`config.mk`:
```
export PLATFORM = sky130hd
export DESIGN_NAME = dual_serial_regs
export DESIGN_NICKNAME = d
export VERILOG_FILES = /design/src/rtl/dual_serial_regs.sv
export SDC_FILE = /design/constraint.sdc
export NUM_CORES = 1
export LEC_CHECK = 0
export BUFFER_PORTS_ARGS = -buffer_cell sky130_fd_sc_hd__buf_2
export CAP_MARGIN = 25
export CORE_ASPECT_RATIO = 1.4
export CORE_UTILIZATION = 50
export CTS_BUF_LIST = sky130_fd_sc_hd__clkbuf_8
export DETAILED_ROUTE_END_ITERATION = 6
export GPL_TIMING_DRIVEN = 0
export PLACE_DENSITY = 0.68
export SYNTH_ARGS = -nofsm -noshare
export SYNTH_HDL_FRONTEND = slang
export SYNTH_SLANG_ARGS = --single-unit
```
`constraint.sdc`:
```
create_clock -name clk -period 2.63 [get_ports clk]
set_input_delay 0.263 -clock clk [delete_from_list [all_inputs] [get_ports clk]]
set_output_delay 0.263 -clock clk [all_outputs]
set_load 0.005 [all_outputs]
```
`src/rtl/dual_serial_regs.sv`:
```
module dual_serial_regs #(
  parameter int SHIFT = 0
) (
  input  logic             clk,
  input  logic             rst_n,
  input  logic [SHIFT+1:0] addr,
  input  logic [7:0]       wdata,
  input  logic             wr,
  input  logic             rd,
  output logic [7:0]       rdata,
  output logic             irq,
  input  logic [1:0]       rx_valid,
  input  logic [15:0]      rx_data,
  input  logic [1:0]       brk,
  output logic [1:0]       tx_strobe,
  output logic [7:0]       tx_byte
);
  typedef struct packed {
    logic [1:0] rxi, txi, rxs, txs;
    logic [7:0] vec;
    logic [5:0] rr3;
  } ist_t;

  function automatic logic [7:0] code(input logic c, input logic [1:0] src, input logic hi);
    case (src)
      2'd1:    return c ? (hi ? 8'h30 : 8'h0C) : (hi ? 8'h20 : 8'h04);
      2'd2:    return c ? (hi ? 8'h10 : 8'h08) : 8'h00;
      default: return hi ? 8'h60 : 8'h06;
    endcase
  endfunction

  function automatic ist_t set_rx(input ist_t s, input logic c, input logic hi);
    s.rxi[c] = 1'b1;
    if (!s.txs[c]) begin s.rxs[c] = 1'b1; s.vec = code(c, 2'd1, hi); end
    s.rr3[c ? 5 : 2] = 1'b1;
    return s;
  endfunction

  function automatic ist_t set_tx(input ist_t s, input logic c, input logic hi);
    s.txi[c] = 1'b1;
    if (!s.rxs[c]) begin s.txs[c] = 1'b1; s.vec = code(c, 2'd2, hi); end
    s.rr3[c ? 4 : 1] = 1'b1;
    return s;
  endfunction

  function automatic ist_t clr_rx(input ist_t s, input logic c, input logic hi);
    s.rxi[c] = 1'b0; s.rxs[c] = 1'b0;
    s.vec = code(c, 2'd0, hi);
    s.rr3[c ? 5 : 2] = 1'b0;
    if (s.txi[c]) s = set_tx(s, c, hi);
    return s;
  endfunction

  function automatic ist_t clr_tx(input ist_t s, input logic c, input logic hi);
    s.txi[c] = 1'b0; s.txs[c] = 1'b0;
    s.vec = code(c, 2'd0, hi);
    s.rr3[c ? 4 : 1] = 1'b0;
    if (s.rxi[c]) s = set_rx(s, c, hi);
    return s;
  endfunction

  function automatic logic [7:0] wdef(input int r);
    case (r)
      4:       return 8'h04;
      9:       return 8'hC0;
      11:      return 8'h08;
      14:      return 8'h30;
      15:      return 8'hF8;
      default: return 8'h00;
    endcase
  endfunction

  logic [7:0] wreg_q [2][16], wreg_d [2][16];
  logic [7:0] rr0_q [2], rr0_d [2], rr1_q [2], rr1_d [2];
  logic [7:0] rr12_q [2], rr12_d [2], rr13_q [2], rr13_d [2];
  logic [7:0] rxd_q [2], rxd_d [2];
  logic [3:0] ptr_q [2], ptr_d [2];
  ist_t       st_q, st_d;
  logic [7:0] rdata_d, tx_byte_d;
  logic [1:0] tx_stb_d, rst_mask;

  wire       ch  = addr[SHIFT+1];
  wire       dp  = addr[SHIFT];
  wire       hi  = wreg_q[ch][9][4];
  wire [3:0] ptr = ptr_q[ch];

  always_comb begin
    wreg_d = wreg_q; rr0_d = rr0_q; rr1_d = rr1_q; rr12_d = rr12_q; rr13_d = rr13_q;
    rxd_d = rxd_q; ptr_d = ptr_q; st_d = st_q;
    rdata_d = rdata; tx_byte_d = tx_byte; tx_stb_d = '0; rst_mask = '0;
    if (wr && !dp) begin
      if (ptr == 4'd0) begin
        ptr_d[ch] = {wdata[5:3] == 3'b001, wdata[2:0]};
        if (wdata[5:3] == 3'b101) st_d = clr_tx(st_d, ch, hi);
        else if (wdata[5:3] == 3'b111) begin
          if (st_d.rxs[ch]) st_d = clr_rx(st_d, ch, hi);
          else if (st_d.txs[ch]) st_d = clr_tx(st_d, ch, hi);
        end
      end else begin
        ptr_d[ch] = 4'd0;
        if (ptr == 4'd9 && wdata[7:6] != 2'b00) rst_mask = wdata[7:6];
        else wreg_d[ch][ptr] = wdata;
        if (ptr == 4'd12) rr12_d[ch] = wdata;
        if (ptr == 4'd13) rr13_d[ch] = wdata;
      end
    end
    if (wr && dp) begin
      tx_stb_d[ch] = wreg_q[ch][5][3];
      if (wreg_q[ch][5][3]) tx_byte_d = wdata;
      rr0_d[ch][2] = 1'b1;
      rr1_d[ch][0] = 1'b1;
      st_d = set_tx(st_d, ch, hi);
    end
    if (rd && !dp) begin
      ptr_d[ch] = 4'd0;
      case (ptr)
        4'd0:    rdata_d = rr0_q[ch];
        4'd1:    rdata_d = rr1_q[ch];
        4'd2:    rdata_d = ch ? 8'h00 : st_q.vec;
        4'd3:    rdata_d = ch ? {2'b00, st_q.rr3} : 8'h00;
        4'd12:   rdata_d = rr12_q[ch];
        4'd13:   rdata_d = rr13_q[ch];
        default: rdata_d = 8'h00;
      endcase
    end
    if (rd && dp) begin
      rdata_d = rxd_q[ch];
      rr0_d[ch][0] = 1'b0;
      st_d = clr_rx(st_d, ch, hi);
    end
    for (int c = 0; c < 2; c++) begin
      if (rst_mask[c]) begin
        for (int r = 0; r < 16; r++) wreg_d[c][r] = wdef(r);
        rr0_d[c] = 8'h44; rr1_d[c] = 8'h07; rr12_d[c] = '0; rr13_d[c] = '0;
        rxd_d[c] = '0; ptr_d[c] = '0;
        st_d.rxi[c] = 1'b0; st_d.txi[c] = 1'b0; st_d.rxs[c] = 1'b0; st_d.txs[c] = 1'b0;
        if (c == 0) st_d.vec = '0;
        else st_d.rr3 = '0;
      end
    end
    for (int c = 0; c < 2; c++) begin
      if (rx_valid[c] && wreg_d[c][3][0] && !rr0_d[c][0]) begin
        rr0_d[c][0] = 1'b1;
        rxd_d[c] = rx_data[c*8 +: 8];
        st_d = set_rx(st_d, c[0], wreg_d[c][9][4]);
      end
      if (brk[c]) rr0_d[c][7] = 1'b1;
    end
  end

  always_comb begin
    irq = 1'b0;
    for (int c = 0; c < 2; c++)
      irq = irq | (wreg_q[c][1][1] & st_q.txi[c])
                | ((wreg_q[c][1][4] ^ wreg_q[c][1][3]) & st_q.rxi[c])
                | (wreg_q[c][15][7] & rr0_q[c][7]);
  end

  always_ff @(posedge clk or negedge rst_n) begin
    if (!rst_n) begin
      for (int c = 0; c < 2; c++) begin
        for (int r = 0; r < 16; r++) wreg_q[c][r] <= wdef(r);
        rr0_q[c] <= 8'h44; rr1_q[c] <= 8'h07; rr12_q[c] <= '0; rr13_q[c] <= '0;
        rxd_q[c] <= '0; ptr_q[c] <= '0;
      end
      st_q <= '0; rdata <= '0; tx_strobe <= '0; tx_byte <= '0;
    end else begin
      wreg_q <= wreg_d; rr0_q <= rr0_d; rr1_q <= rr1_d; rr12_q <= rr12_d; rr13_q <= rr13_d;
      rxd_q <= rxd_d; ptr_q <= ptr_d; st_q <= st_d;
      rdata <= rdata_d; tx_strobe <= tx_stb_d; tx_byte <= tx_byte_d;
    end
  end
endmodule

```
==> flow_summary.json, run 1 <==
{
  "dieArea_mm2": 0.0133,
  "finalSetupViolCount": 0,
  "gr-usage-all-layers": 0.346,
  "io_pins": 53,
  "cp.arrival_ns": 2.93,
  "setup_ws_ns": 0.0242,
  "max_stage_delay_ns": 0.59,
  "synthToLayoutAreaGrowth_pct": 15.4,
  "worst-slew-pin-transition_ns": 0.767,
  "post-route-util": 0.596,
  "drv_cap": 0,
  "synth_fa_ha_area_frac": 0,
  "cts_buffers": 17,
  "synth-edff-count": 0,
  "fin_crit_sh": 0.991,
  "synth_cell_types": 75,
  "max_slew_margin": 0.474,
  "clockPowerShare": 0.336,
  "grt_pass1_vias": 5837,
  "cp_data_required_time_ns": 2.95,
  "post-route-drc-count": 3,
  "synth-seq-cells": 119,
  "finClkSkew_ns": 0.0120,
  "htreeDepth": 4,
  "finalCriticalPeriod_ns": 2.61,
  "clk_pin_slew_ns": 0.08,
  "peakVddDrop_uv": 341,
  "cts_buffer_depth": 2,
  "worstHoldPathType": "in2reg",
  "grt_overflow": 0,
  "synth_top_family_by_area": "simple AND/OR/NAND/NOR gates",
  "p_switching_w": 0.00143,
  "status": "complete, but fails checks",
  "ys_seq_area_frac": 0.465,
  "numPortBuffers": 47,
  "synth_simple_gate_area_frac": 0.211,
  "syn-cell-area_mm2": 0.00642,
  "synth.area.mux_share": 0.0816,
  "std_cell_rows": 48,
  "slowest_stage": "nor4_1",
  "synth-xor-area-share": 0.00273,
  "violations": "DRC",
  "synth_compound_area_frac": 0.198,
  "p_comb_frac": 0.190,
  "syn_nets": 725,
  "cp-end-kind": "flip-flop",
  "cts_sinks": 119,
  "grt_start_max_net_pins": 87,
  "tns_ns": 0,
  "syn-instance-count": 691,
  "grt_pass1_wl_mm": 33.7,
  "p_per_area_mw_per_mm2": 608,
  "power_w": 0.00451,
  "worst-path-buf-inv": 2,
  "final_cell_mix": "dfrtp_1 (110), nand2_1 (93), nor2_1 (65)",
  "die_w_um": 97.8,
  "clk_latency_ns": 0.44,
  "wl_per_cell_um": 24.1,
  "drt_iter0_markers": 705,
  "diodes": 0,
  "final_common_cell": "dfrtp_1",
  "swShare": 0.318,
  "power.internal_w": 0.00307,
  "viasPerCell": 6.49,
  "rsz0062_at_grt": "yes",
  "antenna_found_initial": 0,
  "finalWirelength_mm": 22.3,
  "final_antenna_net_count": 0,
  "dp_worst_setup_slack_ns": -0.833,
  "fmax_ghz": 0.384,
  "finalNetCount": 798,
  "final_hold_viol_count": 0,
  "start_util": 0.517,
  "slew_viol_final": 0,
  "dpl.hpwl_mm": 16.0,
  "cp-start-kind": "flip-flop",
  "core-area_mm2": 0.0124,
  "p_leak_nw": 3.25,
  "crit_type": "reg2reg",
  "holdWs_ns": 0.0221,
  "die_y_um": 136,
  "async_flop_share": 1.00,
  "drive_gt1_frac": 0.222,
  "cp_cell_sequence": "buf_4 -> nor4_4 -> a22oi_1 -> clkbuf_2 -> nor4_1 -> o21ai_0 -> a31oi_1 -> o21bai_1",
  "power.share.sequential": 0.474,
  "gp_congestion": 0.943,
  "path_delay_family": "simple AND/OR/NAND/NOR gates",
  "cts_root_buf": "clkbuf_8",
  "cp_max_fo": 10,
  "synth_warnings": 0,
  "firstDrtPassIters": 7,
  "syn_avg_cell_area_um2": 9.30,
  "vias": 6014,
  "synthFlopType": "dfrtp_1",
  "cts_tree": "built"
}
-- cells in the mapped netlist (all sizes together) (3+ instances only) --
cell type,number,area share
mux2i,31,0.048
a221oi,6,0.0082
nor2b,8,0.0078
a211o,4,0.0055
nand4,6,0.0058
or3,7,0.0068
nand2b,11,0.011
and3,8,0.0084
nand3b,6,0.0070
or2,5,0.0049
o31ai,4,0.0047
a22o,9,0.012
a31oi,7,0.0068
a222oi,3,0.0047
mux2,19,0.033
o22ai,3,0.0051
dfrtp,110,0.43
nor3,13,0.010
and2,6,0.0060
o211ai,5,0.0058
inv,8,0.0047
o21ai,39,0.030
o2111ai,4,0.0055
a211oi,5,0.0058
nor2,68,0.040
dfstp,9,0.037
a221o,5,0.0078
a21oi,37,0.029
o221ai,3,0.0041
a2bb2oi,3,0.0051
nand2,93,0.054
buf,18,0.015
a32oi,6,0.0082
nor4,6,0.0082
a22oi,15,0.018
nor3b,6,0.0070
a2111oi,3,0.0051
nand3,23,0.019
clkbuf,37,0.022
-- power groups by stage --
stage,Combinational [W],Sequential [W],Clock (W)
after detailed placement,0.000794,0.00217,0
after CTS,0.000832,0.00213,0.00153
after global placement,0.000779,0.00216,0
after floorplan,0.000499,0.00211,0
after global routing,0.000926,0.00215,0.00160
final,0.000856,0.00214,0.00151
-- flip-flops by register name, summed over array words and instances (netlist names), 4 cells and up --
register	cells
rr1_q	4
ptr_q	8
rr12_q	16
rr13_q	16
tx_byte	8
wreg_q	14
rdata	8
rxd_q	16
rr0_q	7
st_q	20
-- cell families (layout without fill, tap and decap cells) --
family | count (synthesis) | count (layout)
compound gates | 181 | 181
xor+xnor | 2 | 2
buf+inv | 63 | 148
flops | 119 | 119
mux | 50 | 50
simple gates | 276 | 276
-- per-layer routing --
layer  vias up  wire length [um]  GRT usage
met2       332             10500      0.567
met1      2931              8690      0.420
met3        80              1730     0.0699
met5         -                 0          0
met4         0              1350      0.214
li1       2671                 -          -
-- tightest hold or removal path: cells and delay by family --
| kind | cells | cell delay, ns |
|---|---|---|
| buffers and inverters | 1 | 0.07 |
| AND/OR/NAND/NOR | 1 | 0.03 |
| AO/OA/AOI/OAI | 1 | 0.06 |
-- final timing paths --
path / endpoint / slack (ns) / start / cells past startpoint
min in group asynchronous: ptr_q[2] / 0.27 / rst_n / 2
worst min-delay path: rxd_q[6] / 0.02 / rx_data[14] / 3
worst max-delay path: st_q[2] / 0.02 / ptr_q[0] / 8
max in group asynchronous: rr0_q[6] / 1.60 / rst_n / 3
worst min register to register: tx_byte[1] / 0.50 / tx_byte[1] / 1
worst max register to register: st_q[2] / 0.02 / ptr_q[0] / 8
-- layout make-up --
cell class | instances | area, um^2
Clock buffer | 17 | 234
Fill cell | 1116 | 5020
Sequential cell | 119 | 2990
Inverter | 8 | 30.0
Multi-Input combinational cell | 509 | 3270
Timing Repair Buffer | 55 | 333
Buffer | 54 | 256
Tap cell | 150 | 188
Clock inverter | 14 | 115
-- per-stage QoR --
step	cells	cell area, um^2
after floorplan	691	6420
after global placement	888	6850
after detailed placement	889	6880
after CTS	925	7340
after global routing	926	7410
final	926	7410
-- what timing repair did --
item / CTS / global route
hold buffers: 3 / 0
pin swaps: 2 / 6
buffers inserted: 3 / 1
cloned: 0 / 0
endpoints found under the hold margin: 35 / 0
setup endpoints to repair: 69 / 60
gates resized for setup: 15 / 30
(Power assumes the default switching activity.)
==> inputs of run 2 (changes only) <==
Settings changed: SKIP_LAST_GASP set to 1.
Clock period 2.63 ns to 2.6 ns, I/O delays scaled along.
==> run 2 against run 1 <==
- die area unchanged
- worst setup slack worse by 0.0073 ns
- the flow still finishes with violations (DRC)
- clock skew rose by 0.0022 ns
- largest cell class unchanged
==> flow_summary.json, run 2 (synthesis gave the netlist of run 1 again) <==
{
  "status": "complete, but fails checks",
  "fmax_ghz": 0.387,
  "grt_start_max_net_pins": 87,
  "final_hold_viol_count": 0,
  "start_util": 0.517,
  "grt_overflow": 0,
  "final_cell_mix": "dfrtp_1 (110), nand2_1 (93), nor2_1 (64)",
  "max_stage_delay_ns": 0.55,
  "setup_ws_ns": 0.0170,
  "numPortBuffers": 47,
  "die_w_um": 97.8,
  "htreeDepth": 4,
  "worst-slew-pin-transition_ns": 0.768,
  "finClkSkew_ns": 0.0142,
  "top_register": "st_q",
  "final_cell_count_no_fill": 929,
  "slew_viol_final": 0,
  "worstHoldEndpoint": "rxd_q[6]",
  "reg2reg_from": "ptr_q[0]",
  "firstDrtPassIters": 7,
  "placed_area_mm2": 0.00688,
  "dieArea_mm2": 0.0133,
  "finalWirelength_mm": 22.4,
  "crit_type": "reg2reg",
  "tns_ns": 0,
  "finalNetCount": 801,
  "ff2ff_setup_slack_ns": 0.02,
  "drv_cap": 0,
  "gr-usage-all-layers": 0.347,
  "max_slew_margin": 0.473,
  "final_antenna_net_count": 0,
  "synthToLayoutAreaGrowth_pct": 16.2,
  "post-route-drc-count": 2,
  "cts_root_buf": "clkbuf_8",
  "largest_reg_flops": 20,
  "clk_latency_ns": 0.44,
  "cp_max_fo": 10,
  "cts_buffer_depth": 2,
  "grt_pass1_vias": 5836,
  "die_y_um": 136,
  "r2r_cells": 8,
  "cp.arrival_ns": 2.92,
  "p_per_area_mw_per_mm2": 614,
  "cp-start-kind": "flip-flop",
  "dp_worst_setup_slack_ns": -0.860,
  "place_inst": 889,
  "clk_pin_slew_ns": 0.08,
  "r2r_end": "st_q[10]",
  "worstHoldPathType": "in2reg",
  "viasPerCell": 6.48,
  "rsz0062_at_grt": "yes",
  "peakVddDrop_uv": 345,
  "vias": 6020,
  "crit_top_cell": "buf_4",
  "violations": "DRC",
  "min-delay-start": "rx_data[14]",
  "fin_area_mm2": 0.00747,
  "p_leak_nw": 3.27,
  "drt_iter0_markers": 627,
  "fin_crit_sh": 0.993,
  "cts_buffers": 17,
  "finalCriticalPeriod_ns": 2.58,
  "dpl.hpwl_mm": 16.0,
  "slowest_stage": "nor4_1",
  "diodes": 0,
  "post-route-util": 0.601,
  "grt_pass1_wl_mm": 33.7,
  "cp-end-kind": "flip-flop",
  "io_pins": 53,
  "antenna_found_initial": 0,
  "core-area_mm2": 0.0124,
  "fillCellCount": 1123,
  "cp_data_required_time_ns": 2.93,
  "final_common_cell": "dfrtp_1",
  "cp_cell_sequence": "buf_4 -> nor4_4 -> a22oi_1 -> nor4_1 -> a211o_4 -> o211ai_1 -> buf_4 -> o31ai_1",
  "gp_congestion": 0.943,
  "cts_sinks": 119,
  "hold_depth": 3,
  "wl_per_cell_um": 24.1,
  "cts_tree": "built",
  "finalSetupViolCount": 0,
  "drive_gt1_frac": 0.227,
  "std_cell_rows": 48
}
[run 2: area by class of cell]
type | instances | area [um^2] | area share
multi-input combinational | 509 | 3290 | 0.440
clock buffer | 17 | 234 | 0.0313
clock inverter | 14 | 115 | 0.0154
tap | 150 | 188 | 0.0251
inverter | 8 | 30.0 | 0.00402
timing repair buffer | 58 | 368 | 0.0493
buffer | 54 | 256 | 0.0344
sequential | 119 | 2990 | 0.400
[run 2: metrics by stage]
step / power [W] / hold WS [ns]
2_1_floorplan: 0.00264 / -0.0356
3_3_place_gp: 0.00297 / 0.446
3_5_place_dp: 0.00299 / 0.177
4_1_cts: 0.00454 / 0.0111
5_1_grt: 0.00476 / 0.0187
6_report: 0.00458 / 0.0168
[run 2: routing by layer]
layer / share of wire / track usage / wire (um)
met3: 0.073 / 0.0663 / 1650
met4: 0.057 / 0.220 / 1280
met1: 0.40 / 0.423 / 8880
met5: 0 / 0 / 0
met2: 0.47 / 0.568 / 10600
[run 2: report_power, final]
group          switching [W]  total, W  internal (W)  leakage, nW
combinational       0.000530  0.000889      0.000360         1.53
clock               0.000794   0.00153      0.000738        0.180
sequential          0.000138   0.00216       0.00203         1.56
total                0.00146   0.00458       0.00312         3.27
[run 2: worst max-delay path: cells and delay by family, from the launching register on]
family                 cells  cell delay (ns)
buffers and inverters      2             0.37
DFF                        1             0.40
and+or+nand+nor            2             0.95
AOI/OAI and AO/OA          4             0.75
[run 2: worst max path at each step]
stage	to	start	cells after the start	slack, ns
final	st_q[10]	ptr_q[0]	8	0.02
after global routing	rr13_q[9]	ptr_q[5]	8	-0.01
after CTS	st_q[8]	ptr_q[1]	7	0.01
after detailed placement	rdata[2]	addr[1]	7	-0.86
after global placement	rdata[2]	addr[1]	7	-0.72
after floorplan	st_q[8]	ptr_q[4]	7	0.23
[run 2: what timing repair did]
| action | in CTS | in global routing |
|---|---|---|
| setup endpoints to repair | 83 | 59 |
| gates cloned | 0 | 0 |
| setup buffers | 2 | 5 |
| endpoints found under the hold margin | 35 | 0 |
| hold buffers | 3 | 0 |
| pin swaps | 3 | 7 |
| resized for setup | 19 | 27 |
